### config.mk
export PLATFORM = sky130hd
export DESIGN_NAME = tmr_cc_unit
export DESIGN_NICKNAME = d
export VERILOG_FILES = /design/src/rtl/tcc_pkg.sv /design/src/rtl/tcc_edge_sync.sv /design/src/rtl/tcc_match.sv /design/src/rtl/tcc_action.sv /design/src/rtl/tmr_cc_unit.sv
export SDC_FILE = /design/constraint.sdc
export NUM_CORES = 1
export LEC_CHECK = 0
export BUFFER_PORTS_ARGS = -buffer_cell sky130_fd_sc_hd__buf_2
export CAP_MARGIN = 20
export CORE_ASPECT_RATIO = 0.8
export CORE_MARGIN = 4
export CORE_UTILIZATION = 47
export CTS_BUF_LIST = sky130_fd_sc_hd__clkbuf_4
export DETAILED_ROUTE_END_ITERATION = 8
export GPL_TIMING_DRIVEN = 0
export PLACE_DENSITY = 0.81
export SLEW_MARGIN = 20
export SYNTH_ARGS = -nofsm -noshare
export SYNTH_HDL_FRONTEND = slang
export SYNTH_SLANG_ARGS = --single-unit
### constraint.sdc
create_clock -name clk -period 2.2 [get_ports clk]
set_clock_uncertainty 0.1 [all_clocks]
set_input_delay 0.22 -clock clk [delete_from_list [all_inputs] [get_ports clk]]
set_output_delay 0.22 -clock clk [all_outputs]
set_load 0.01 [all_outputs]
### src/rtl/tcc_pkg.sv
package tcc_pkg;

    typedef enum logic [3:0] {
        MD_OFF         = 4'b0000,
        MD_CAP_FALL    = 4'b0100,
        MD_CAP_RISE    = 4'b0101,
        MD_CMP_SET     = 4'b1000,
        MD_CMP_CLR     = 4'b1001,
        MD_CMP_FLAG    = 4'b1010,
        MD_CMP_SPECIAL = 4'b1011
    } tcc_mode_e;

    typedef struct packed {
        logic is_cap;
        logic cap_rise;
        logic is_cmp;
        logic pin_set;
        logic pin_clr;
        logic special;
    } tcc_ctrl_t;

    function automatic tcc_mode_e tcc_decode(input logic [3:0] raw);
        tcc_mode_e m;
        case (raw)
            4'b0100: m = MD_CAP_FALL;
            4'b0101: m = MD_CAP_RISE;
            4'b1000: m = MD_CMP_SET;
            4'b1001: m = MD_CMP_CLR;
            4'b1010: m = MD_CMP_FLAG;
            4'b1011: m = MD_CMP_SPECIAL;
            default: m = MD_OFF;
        endcase
        return m;
    endfunction

    function automatic tcc_ctrl_t tcc_ctrl(input tcc_mode_e m);
        tcc_ctrl_t c;
        c = '0;
        case (m)
            MD_CAP_FALL:    c.is_cap = 1'b1;
            MD_CAP_RISE:    begin c.is_cap = 1'b1; c.cap_rise = 1'b1; end
            MD_CMP_SET:     begin c.is_cmp = 1'b1; c.pin_set = 1'b1; end
            MD_CMP_CLR:     begin c.is_cmp = 1'b1; c.pin_clr = 1'b1; end
            MD_CMP_FLAG:    c.is_cmp = 1'b1;
            MD_CMP_SPECIAL: begin c.is_cmp = 1'b1; c.special = 1'b1; end
            default:        c = '0;
        endcase
        return c;
    endfunction

endpackage

### src/rtl/tcc_edge_sync.sv
module tcc_edge_sync #(
    parameter int SYNC_STAGES = 2
) (
    input  logic clk,
    input  logic rst,
    input  logic din,
    output logic rise,
    output logic fall
);
    localparam int CHAIN = SYNC_STAGES + 1;

    logic [CHAIN-1:0] chain_q;

    genvar g;
    generate
        for (g = 0; g < CHAIN; g++) begin : g_stage
            if (g == 0) begin : g_first
                always_ff @(posedge clk) begin
                    if (rst) chain_q[g] <= 1'b0;
                    else     chain_q[g] <= din;
                end
            end else begin : g_next
                always_ff @(posedge clk) begin
                    if (rst) chain_q[g] <= 1'b0;
                    else     chain_q[g] <= chain_q[g-1];
                end
            end
        end
    endgenerate

    assign rise =  chain_q[SYNC_STAGES-1] & ~chain_q[SYNC_STAGES];
    assign fall = ~chain_q[SYNC_STAGES-1] &  chain_q[SYNC_STAGES];
endmodule

### src/rtl/tcc_match.sv
module tcc_match #(
    parameter int W = 16
) (
    input  logic         clk,
    input  logic         rst,
    input  logic [W-1:0] tmr,
    input  logic [W-1:0] target,
    input  logic         arm,
    output logic         hit
);
    logic eq;
    logic eq_q;

    assign eq = (tmr == target);

    always_ff @(posedge clk) begin
        if (rst) eq_q <= 1'b0;
        else     eq_q <= eq;
    end

    assign hit = arm & eq & ~eq_q;
endmodule

### src/rtl/tcc_action.sv
module tcc_action
    import tcc_pkg::*;
(
    input  logic      clk,
    input  logic      rst,
    input  tcc_ctrl_t ctrl,
    input  logic      mode_load,
    input  tcc_ctrl_t next_ctrl,
    input  logic      hit,
    input  logic      capture,
    input  logic      flag_clr,
    input  logic      adc_en,
    output logic      pin,
    output logic      flag,
    output logic      tmr_rst,
    output logic      adc_start
);
    logic flag_set;

    assign flag_set = capture | hit;

    always_ff @(posedge clk) begin
        if (rst) begin
            pin <= 1'b0;
        end else if (mode_load) begin
            pin <= next_ctrl.pin_clr;
        end else if (hit && ctrl.pin_set) begin
            pin <= 1'b1;
        end else if (hit && ctrl.pin_clr) begin
            pin <= 1'b0;
        end
    end

    always_ff @(posedge clk) begin
        if (rst)           flag <= 1'b0;
        else if (flag_set) flag <= 1'b1;
        else if (flag_clr) flag <= 1'b0;
    end

    always_ff @(posedge clk) begin
        if (rst) begin
            tmr_rst   <= 1'b0;
            adc_start <= 1'b0;
        end else begin
            tmr_rst   <= hit & ctrl.special;
            adc_start <= hit & ctrl.special & adc_en;
        end
    end
endmodule

### src/rtl/tmr_cc_unit.sv
module tmr_cc_unit
    import tcc_pkg::*;
#(
    parameter int TMR_W       = 16,
    parameter int SYNC_STAGES = 2
) (
    input  logic             clk,
    input  logic             rst,
    input  logic [TMR_W-1:0] tmr_val,
    input  logic             evt_in,
    input  logic             mode_wr,
    input  logic [3:0]       mode_in,
    input  logic             reg_wr,
    input  logic [TMR_W-1:0] reg_in,
    input  logic             flag_clr,
    input  logic             irq_en,
    input  logic             adc_en,
    output logic [TMR_W-1:0] cap_reg,
    output logic             cmp_pin,
    output logic             irq_flag,
    output logic             irq,
    output logic             tmr_rst,
    output logic             adc_start
);
    tcc_mode_e        mode_q;
    tcc_ctrl_t        ctrl;
    tcc_ctrl_t        next_ctrl;
    logic [TMR_W-1:0] cc_q;
    logic             evt_rise;
    logic             evt_fall;
    logic             capture;
    logic             hit;

    always_ff @(posedge clk) begin
        if (rst)          mode_q <= MD_OFF;
        else if (mode_wr) mode_q <= tcc_decode(mode_in);
    end

    assign ctrl      = tcc_ctrl(mode_q);
    assign next_ctrl = tcc_ctrl(tcc_decode(mode_in));

    tcc_edge_sync #(.SYNC_STAGES(SYNC_STAGES)) u_sync (
        .clk  (clk),
        .rst  (rst),
        .din  (evt_in),
        .rise (evt_rise),
        .fall (evt_fall)
    );

    assign capture = ctrl.is_cap & (ctrl.cap_rise ? evt_rise : evt_fall);

    always_ff @(posedge clk) begin
        if (rst)          cc_q <= '0;
        else if (capture) cc_q <= tmr_val;
        else if (reg_wr)  cc_q <= reg_in;
    end

    tcc_match #(.W(TMR_W)) u_match (
        .clk    (clk),
        .rst    (rst),
        .tmr    (tmr_val),
        .target (cc_q),
        .arm    (ctrl.is_cmp),
        .hit    (hit)
    );

    tcc_action u_act (
        .clk       (clk),
        .rst       (rst),
        .ctrl      (ctrl),
        .mode_load (mode_wr),
        .next_ctrl (next_ctrl),
        .hit       (hit),
        .capture   (capture),
        .flag_clr  (flag_clr),
        .adc_en    (adc_en),
        .pin       (cmp_pin),
        .flag      (irq_flag),
        .tmr_rst   (tmr_rst),
        .adc_start (adc_start)
    );

    assign cap_reg = cc_q;
    assign irq     = irq_flag & irq_en;
endmodule

# After elaboration in Yosys (flattened, before gate mapping)
# Index checks and enable logic that the tools add are counted.
# word_totals
ff_bits	28
inputBits	44
out_inout_bits	21
wordCells	59
# op_classes
n_eq_ne	14
mux	16
bitwise_logic	12
reduce_logical	7
# ops
cell	n
4-bit == test (second input constant)	9
16-bit two-way mux	2
4-bit one-hot mux with 6 select lines	1
16-bit == test	1
4-bit by 3-bit == test with 1-bit output (second input constant)	4
1-bit two-way mux	13
1-bit bitwise AND	8
2-bit nonzero test	2
4-bit OR reduction	1
1-bit inverter	3
3-bit nonzero test	1
1-bit logical AND	2
2-bit OR reduction	1
1-bit OR	1

# Depth between registers and ports, before layout
# Gate-level depths: netlist (run 1).
# depth
word_depth	9
depth_mapped	6

# Modules after synthesis
# From an unflattened synthesis (run 1), not the netlist that was laid out.
# unflattened
cells_unflattened	152
area_unflattened_um2	1511.4
# modules_own_cells
mod	n_inst	cells_each	area_per_inst_um2
tmr_cc_unit	1	106	1068.5
tcc_match	1	24	207.7
tcc_action	1	14	143.9
tcc_edge_sync	1	8	91.3

# Worst setup path before layout (run 1)
# Ideal clock, no wire load.
# synth_timing
path_type	register to register
startpoint	reg cc_q[6] (netlist: cap_reg[6])
endpoint	reg u_act.pin
setup_time_ns	0.086
t_arrival_ns	1.474
required_time_ns	2.014
path_slack_ns	0.540
path_stages_with_launch	6
path_buffers	0
period_less_slack_ns	1.660
cell_sequence	dfxtp_1 xor2_1 nor4_1 nand4_1 or3_1 a211oi_1
# synth_between
elab_chain_len	6
elab_cells_between_ends	8
classes_between	1 x eq/ne; 2 x mux; 2 x bitwise; 3 x reduce/logical
# synth_rtl
item	line	text
start: declaration	tmr_cc_unit.sv:28	logic [TMR_W-1:0] cc_q;
start signal: assignment	tmr_cc_unit.sv:54	else if (capture) cc_q <= tmr_val;
start signal: assignment	tmr_cc_unit.sv:55	else if (reg_wr) cc_q <= reg_in;
16-bit == test (*)	tcc_match.sv:14	assign eq = (tmr == target);
1-bit bitwise AND (*) (2 in series)	tcc_match.sv:21	assign hit = arm & eq & ~eq_q;
1-bit logical AND	tcc_action.sv:27	end else if (hit && ctrl.pin_set) begin
1-bit two-way mux	tcc_action.sv:27	
1-bit two-way mux	tcc_action.sv:25	end else if (mode_load) begin
end signal: assignment	tcc_action.sv:26	pin <= next_ctrl.pin_clr;
end: declaration	tcc_action.sv:13	output logic pin,
# Mark *: on every way between the ends. The rest lies on a longest branch, timed or not.
# A chain may end at the register's enable or synchronous reset.

# Worst setup path in the final report (run 1)
# layout_timing
startpoint	reg mode_q[0]
endpoint	reg cc_q[15] (netlist: cap_reg[15])
# layout_between
elab_chain_len	5
elab_cells_between_ends	9
classes_between	2 x eq/ne; 4 x mux; 1 x bitwise; 2 x reduce/logical
# layout_rtl
item	line	text
start: declaration	tmr_cc_unit.sv:25	tcc_mode_e mode_q;
start signal: assignment	tmr_cc_unit.sv:36	else if (mode_wr) mode_q <= tcc_decode(mode_in);
4-bit by 3-bit == test with 1-bit output	tcc_pkg.sv:39	case (m)
2-bit OR reduction (no source line) / 1-bit two-way mux (equally long branches)	--	
1-bit two-way mux, on equally long branches	tcc_pkg.sv:39, tmr_cc_unit.sv:50	
1-bit bitwise AND (*)	tmr_cc_unit.sv:50	assign capture = ctrl.is_cap & (ctrl.cap_rise ? evt_rise : evt_fall);
16-bit two-way mux / 2-bit nonzero test (equally long branches)	--	
# Marked as above.

==> results.json, run 1 <==
{
  "track_usage_pct": 18.22,
  "synth_cell_types": 25,
  "clk_latency_ns": 0.34,
  "root_buffer": "clkbuf_4",
  "tritoncts": "done",
  "r2r_cells": 5,
  "vdd_drop_max_mv": 0.6881,
  "clkPwrFrac_pct": 32.3,
  "initialDrtViolationCount": 55,
  "viasPerCell": 5.016,
  "clock.fmax_mhz": 534.1,
  "top_level_ports": 65,
  "finalSetupViolCount": 0,
  "cp.arrival_ns": 2.02,
  "p_leak_nw": 0.8588,
  "port_buffers": 61,
  "rsz0062_at_grt": "no",
  "synth-adder-area-share_pct": 0,
  "path_delay_family": "compound AO/OA/AOI/OAI gates",
  "async_flop_share_pct": 0,
  "row_count": 17,
  "worstSetupPathType": "reg -> reg",
  "cts_buffers": 3,
  "rr_endpoint": "cap_reg[15]",
  "worstPathMaxFanout": 10,
  "wl_um": 3342,
  "synth_compound_area_share_pct": 12.42,
  "syn2layout_area_growth_pct": 31.00,
  "grt_max_degree": 17,
  "crit_slowest_cell": "dfxtp_1",
  "synthMuxAreaShare_pct": 14.19,
  "h-tree-depth": 1,
  "crit_cells": 5,
  "holdPathStages": 2,
  "relSlewSlack_pct": 64.32,
  "core-area_um2": 2744,
  "vias": 1239,
  "largest_reg_flops": 16,
  "syn_inst": 143,
  "crit_required_ns": 2.35,
  "seq_power_share_pct": 52.1,
  "hold_viol_final": 0,
  "avgSynthCellArea_um2": 9.371,
  "cap_viol_max_count": 0,
  "power_switching_mw": 0.2550,
  "slowest_delay_ns": 0.45,
  "wl_per_cell_um": 13.53,
  "yosys_register_bits": 28,
  "die_y_um": 55.76,
  "clock_path_buffers": 2,
  "synth_enable_flop_cells": 0,
  "synth_top_family_by_area": "simple AND/OR/NAND/NOR gates",
  "finalCriticalPeriod_ns": 1.872,
  "synth_area_leaders": "dfxtp_1, mux2i_1, xor2_1",
  "cp.buffers_inverters": 1,
  "crit_chain": "nor3b_1 > o211ai_1 > clkbuf_1 > nor2_1 > a211oi_1",
  "synth_top_flop_cell": "dfxtp_1",
  "placed_cell_area_um2": 1693,
  "tightestPinTransition_ns": 0.5352,
  "period_share_pct": 85.11,
  "rr_startpoint": "mode_q[0]",
  "antenna_left": 0,
  "drcViolationCount": 0,
  "synth_area_um2": 1340,
  "hold_class": "in -> reg",
  "worst_slack_ns": 0.3275,
  "synth_top_cell_by_area": "dfxtp_1",
  "r2r_setup_slack_ns": 0.33,
  "tns_ns": 0,
  "endpoint_kind": "register",
  "yosys.area.top_type_share_pct": 41.83,
  "p_sw_share_pct": 24.18,
  "place.gp.congestion": 0.7907,
  "status": "completed",
  "slew_viol_final": 0,
  "p_int_mw": 0.7992,
  "initial_core_util_pct": 48.84,
  "clkSinkCount": 28,
  "grt_pass1_wl_um": 5368,
  "synth_most_common_cell": "dfxtp_1",
  "insertedDiodeCount": 0,
  "combPwrFrac_pct": 15.6,
  "synth_simple_gate_area_share_pct": 18.39,
  "antenna_found_initial": 0,
  "cp-start-kind": "register",
  "die_w_um": 67.70,
  "drtPass1Iterations": 4,
  "final_area_um2": 1755,
  "post-cts-setup-buffer-count": 0,
  "layout-drive-gt1-share_pct": 32.54,
  "worstHoldEndpoint": "u_act.adc_start",
  "pre_cts_slack_ns": 0.3215,
  "min_from": "adc_en",
  "cellPowerDensity_nw_per_um2": 600.5,
  "grt_pass1_vias": 1147,
  "grt_overflow": 0,
  "nets": 254,
  "place_hpwl_um": 2553,
  "yosysWarnings": 0,
  "synth_nets": 187,
  "synth_xor_area_share_pct": 10.46,
  "synthTopCellsByCount": "dfxtp_1, nor2_1, mux2i_1",
  "path_clk_slew_ns": 0.16,
  "yosysSeqAreaShare_pct": 41.83,
  "die-area_um2": 3775
}
==> logic make-up (layout without fill, tap and decap cells) <==
logic type             after synthesis  after routing
AO/OA/AOI/OAI                       23             23
buffers and inverters                9             75
flip-flops                          28             28
XOR/XNOR                            16             16
AND/OR/NAND/NOR                     48             48
multiplexers                        19             19
==> layout make-up <==
type	count	area, µm²
clock inverters	1	30.03
plain buffers	9	36.28
multi-input cells	106	743.2
well taps	38	47.55
flip-flops and latches	28	560.5
fillers	235	988.4
clock buffers	3	22.52
repair buffers	62	315.3
==> worst max-delay path by stage <==
stage                          start           to
final                      mode_q[0]  cap_reg[15]
after global routing       mode_q[0]  cap_reg[15]
after CTS                 cap_reg[4]    u_act.pin
after detailed placement  cap_reg[6]    u_act.pin
after global placement    tmr_val[6]    u_act.pin
after floorplan           cap_reg[6]    u_act.pin
==> metal layers <==
layer	track usage (%)	wire length [µm]
met2	26.35	1497
met3	3.838	247
met4	4.335	40
met1	27.25	1556
met5	0	0
==> through the flow <==
stage               instances  util [%]  hold WS [ns]  power [mW]
floorplan                 143         -        0.2482      0.6456
global placement          242     61.70        0.3193      0.7193
detailed placement        242     61.70        0.3242      0.7222
CTS                       247     63.98       0.03739       1.059
global route              247     63.98       0.03361       1.098
finish                    247     63.98       0.03884       1.054
==> power groups by stage <==
stage	registers [mW]	clock network, mW	logic, mW
after floorplan	0.566	0	0.0791
after global placement	0.559	0	0.161
after detailed placement	0.560	0	0.162
after CTS	0.549	0.343	0.166
after global routing	0.554	0.362	0.183
final	0.549	0.340	0.165
==> cells in the final DEF (no fill, tap or decap), drive strengths merged, types with 2 or more instances in the layout <==
master	Yosys	routed
buf	3	64
nand2	3	3
nor2b	4	4
o211ai	2	2
dfxtp	28	28
a21oi	2	2
nor3b	2	2
mux2i	19	19
nor4	5	5
nor2	23	23
clkbuf	6	9
nand2b	3	3
xor2	16	16
a211oi	17	17
==> timing repair <==
action,in CTS,in global routing
hold endpoints to repair,1,0
gates resized for setup,0,0
hold buffers,1,0
Note: power is estimated with default switching activity, not from simulation.
==> run 2: changes to the inputs <==
Settings changed: PLACE_DENSITY 0.81 to default, PLACE_DENSITY_LB_ADDON from default to 0.05, REMOVE_ABC_BUFFERS from default to 1.
==> results.json, run 2 (same netlist as run 1, synthesis figures left out) <==
{
  "die-area_um2": 3775,
  "final_common_cell": "buf_2",
  "p_leak_nw": 0.8528,
  "whs_ns": 0.06786,
  "grt_max_degree": 29,
  "core-area_um2": 2744,
  "clock_path_buffers": 2,
  "path_clk_slew_ns": 0.14,
  "clkSinkCount": 28,
  "status": "completed",
  "tightestPinTransition_ns": 0.5384,
  "largest_reg_flops": 16,
  "die_w_um": 67.70,
  "insertedDiodeCount": 0,
  "cp.arrival_ns": 2.04,
  "wl_per_cell_um": 12.48,
  "pre_cts_slack_ns": 0.3008,
  "drtPass1Iterations": 4,
  "grt_pass1_vias": 1235,
  "antenna_left": 0,
  "relSlewSlack_pct": 64.11,
  "wl_um": 3033,
  "period_share_pct": 86.52,
  "layout-drive-gt1-share_pct": 34.63,
  "hold_viol_final": 0,
  "initial_core_util_pct": 48.84,
  "grt_overflow": 0,
  "row_count": 17,
  "finalCriticalPeriod_ns": 1.903,
  "cp-start-kind": "register",
  "crit_required_ns": 2.34,
  "worst_slack_ns": 0.2967,
  "post-cts-setup-buffer-count": 0,
  "hold_class": "in -> reg",
  "initialDrtViolationCount": 28,
  "worstSetupPathType": "reg -> reg",
  "vias": 1221,
  "grt_pass1_wl_um": 5071,
  "fillers": 247,
  "cts_buffers": 3,
  "drcViolationCount": 0,
  "place_hpwl_um": 2358,
  "vdd_drop_max_mv": 0.3848,
  "top_level_ports": 65,
  "cellPowerDensity_nw_per_um2": 529.2,
  "port_buffers": 64,
  "final_cell_mix": "buf_2, dfxtp_1, nor2_1, mux2i_1, a211oi_1",
  "rsz0062_at_grt": "no",
  "nets": 251,
  "h-tree-depth": 1,
  "viasPerCell": 5.025,
  "endpoint_kind": "register",
  "antenna_found_initial": 0,
  "root_buffer": "clkbuf_4",
  "clock.fmax_mhz": 525.4,
  "tritoncts": "done",
  "syn2layout_area_growth_pct": 28.85,
  "placed_cell_area_um2": 1694,
  "finalSetupViolCount": 0,
  "slew_viol_final": 0,
  "final_area_um2": 1727,
  "cap_viol_max_count": 0,
  "clk_latency_ns": 0.32,
  "die_y_um": 55.76,
  "track_usage_pct": 16.90,
  "place.gp.congestion": 0.7440,
  "final_util_pct": 62.93,
  "worstPathMaxFanout": 4
}
## run 2: critical path, cell delays in order (launching register included)
cell and delay [ns]:
dfxtp_1 0.36, xor2_1 0.16, nor4_1 0.36, nand4_1 0.23, or3_1 0.39, a211oi_1 0.23
## run 2: path summary, 6_finish.rpt
kind                                   startpoint  depth (start not counted)  slack, ns                 to
worst max register to register         cap_reg[6]                          5       0.30          u_act.pin
worst min-delay path                       adc_en                          2       0.07    u_act.adc_start
worst max-delay path                   cap_reg[6]                          5       0.30          u_act.pin
worst min register to register  u_sync.chain_q[0]                          1       0.36  u_sync.chain_q[1]
## run 2: layout make-up
type / count / area, µm² / share of cell area [%]
Sequential cell: 28 / 560.5 / 32.46
Multi-Input combinational cell: 106 / 743.2 / 43.04
Tap cell: 38 / 47.55 / 2.754
Clock buffer: 3 / 22.52 / 1.304
Timing Repair Buffer: 68 / 352.8 / 20.43
## run 2: per-layer routing
metal / track usage (%) / vias to the layer above / part of all wire [%]
met5: 0 / - / 0
met4: 3.468 / 0 / 0.43
met3: 6.263 / 2 / 8.6
met2: 28.57 / 42 / 46
met1: 20.10 / 544 / 44
li1: - / 633 / -
## run 2: timing repair
action,CTS,global route
resized for setup,0,0
hold buffers,1,0
endpoints found under the hold margin,1,0
## run 2: metrics by stage
| stage | cells | power [mW] | TNS, ns |
|---|---|---|---|
| global route | 243 | 0.9804 | 0 |
| floorplan | 134 | 0.6302 | 0 |
| detailed placement | 239 | 0.7200 | 0 |
| finish | 243 | 0.9138 | 0 |
| global placement | 236 | 0.7147 | -6.825 |
| CTS | 243 | 0.9294 | 0 |
## run 2: report_power, final
group | internal (mW) | switching [mW]
registers | 0.530 | 0.0187
clock network | 0.0641 | 0.140
logic | 0.0839 | 0.0771
==> run 3: changes to the inputs <==
Settings changed: CORE_UTILIZATION 47 to 49, SYNTH_HIERARCHICAL from default to 1.
==> results.json, run 3 <==
{
  "r2r_setup_slack_ns": 0.23,
  "clkSinkCount": 28,
  "r2r_cells": 6,
  "layout-drive-gt1-share_pct": 39.13,
  "initial_core_util_pct": 52.50,
  "tns_ns": 0,
  "place_hpwl_um": 2504,
  "place.gp.congestion": 0.7903,
  "worstSetupPathType": "reg -> reg",
  "path_clk_slew_ns": 0.14,
  "post-cts-setup-buffer-count": 0,
  "crit_slowest_cell": "nor4_1",
  "rsz0062_at_grt": "no",
  "clock_path_buffers": 2,
  "avgSynthCellArea_um2": 10.03,
  "die_y_um": 57.24,
  "viasPerCell": 5.367,
  "crit_chain": "xor2_1 > nor4_1 > nand4_1 > nor3b_2 > a21oi_1 > a221oi_2",
  "cp.buffers_inverters": 0,
  "antenna_left": 0,
  "yosysWarnings": 6,
  "crit_end": "u_act/pin",
  "port_buffers": 64,
  "drtPass1Iterations": 4,
  "tightestPinTransition_ns": 0.6908,
  "wl_per_cell_um": 13.59,
  "final_cell_mix": "buf_2, dfxtp_1, mux2i_1, nor3_1, xor2_1",
  "hold_viol_final": 0,
  "worstPathMaxFanout": 4,
  "grt_overflow": 0,
  "nets": 252,
  "die-area_um2": 3981,
  "clock.fmax_mhz": 506.5,
  "tritoncts": "done",
  "p_leak_nw": 0.8594,
  "relSlewSlack_pct": 53.95,
  "top_level_ports": 65,
  "finalSetupViolCount": 0,
  "slowest_delay_ns": 0.42,
  "root_buffer": "clkbuf_4",
  "syn2layout_area_growth_pct": 23.25,
  "cp-start-kind": "register",
  "antenna_found_initial": 0,
  "cp.arrival_ns": 2.12,
  "row_count": 17,
  "grt_pass1_wl_um": 5713,
  "slew_viol_final": 0,
  "grt_pass1_vias": 1308,
  "h-tree-depth": 1,
  "syn_inst": 148,
  "clk_latency_ns": 0.32,
  "largest_reg_flops": 16,
  "cellPowerDensity_nw_per_um2": 512.1,
  "path_delay_family": "simple AND/OR/NAND/NOR gates",
  "track_usage_pct": 17.44,
  "vias": 1315,
  "hold_class": "in -> reg",
  "finalCriticalPeriod_ns": 1.974,
  "cts_buffers": 3,
  "drcViolationCount": 0,
  "wl_um": 3330,
  "initialDrtViolationCount": 48,
  "synth_area_um2": 1485,
  "endpoint_kind": "register",
  "status": "completed",
  "cap_viol_max_count": 0,
  "crit_required_ns": 2.35,
  "final_util_pct": 64.71,
  "crit_cells": 6,
  "startpoint": "cap_reg[12]",
  "rr_startpoint": "cap_reg[12]",
  "core-area_um2": 2829,
  "die_w_um": 69.55,
  "insertedDiodeCount": 0,
  "final_common_cell": "buf_2",
  "vdd_drop_max_mv": 0.4715,
  "rr_endpoint": "u_act/pin",
  "period_share_pct": 89.74,
  "grt_max_degree": 29
}
## run 3: layout make-up
type	instances	area, µm²
Sequential cell	28	560.5
Clock buffer	3	22.52
Multi-Input combinational cell	107	849.6
Clock inverter	1	3.754
Timing Repair Buffer	65	330.3
Inverter	3	16.27
Tap cell	38	47.55
Fill cell	244	998.5
## run 3: what timing repair did
action	CTS	global route
hold buffers	1	0
hold endpoints to repair	1	0
setup endpoints to repair	0	1
resized for setup	0	1
## run 3: worst min path at each step
stage	to	from	cells after the start
detailed placement	u_sync/chain_q[0]	evt_in	2
finish	u_act/adc_start	adc_en	2
global route	u_act/adc_start	adc_en	2
CTS	u_act/adc_start	adc_en	2
global placement	u_sync/chain_q[0]	evt_in	2
floorplan	cap_reg[0]	rst	1
## run 3: worst reg2reg max path, delay by kind of cell (launching register included)
family | cells | cell delay (ns)
xor+xnor | 1 | 0.16
simple gates | 3 | 0.93
flops | 1 | 0.36
compound gates | 2 | 0.35
## run 3: where the power goes
part,switching (mW),internal (mW),total (mW),leakage (nW)
logic,0.0892,0.0914,0.181,0.614
clock network,0.141,0.0665,0.207,0.0154
registers,0.0187,0.531,0.549,0.230
total,0.249,0.689,0.937,0.859
## run 3: metrics by stage
step | hold slack (ns) | power, mW | setup slack [ns] | cells | instance area, µm²
after global routing | 0.006753 | 0.9983 | 0.1138 | 245 | 1831
after global placement | 0.3306 | 0.7327 | 0.07450 | 240 | 1785
after detailed placement | 0.3436 | 0.7393 | 0.05338 | 240 | 1785
after CTS | 0.03135 | 0.9481 | 0.07016 | 245 | 1822
after floorplan | 0.1846 | 0.6445 | 0.4907 | 138 | 1418
final | 0.04017 | 0.9374 | 0.2258 | 245 | 1831
## run 3: metal layers
layer	track usage (%)	vias up	share of wire, %
li1	-	652	-
met1	20.45	612	43
met2	30.30	47	47
met3	7.042	4	8.8
met4	3.621	0	0.84
met5	0	-	0
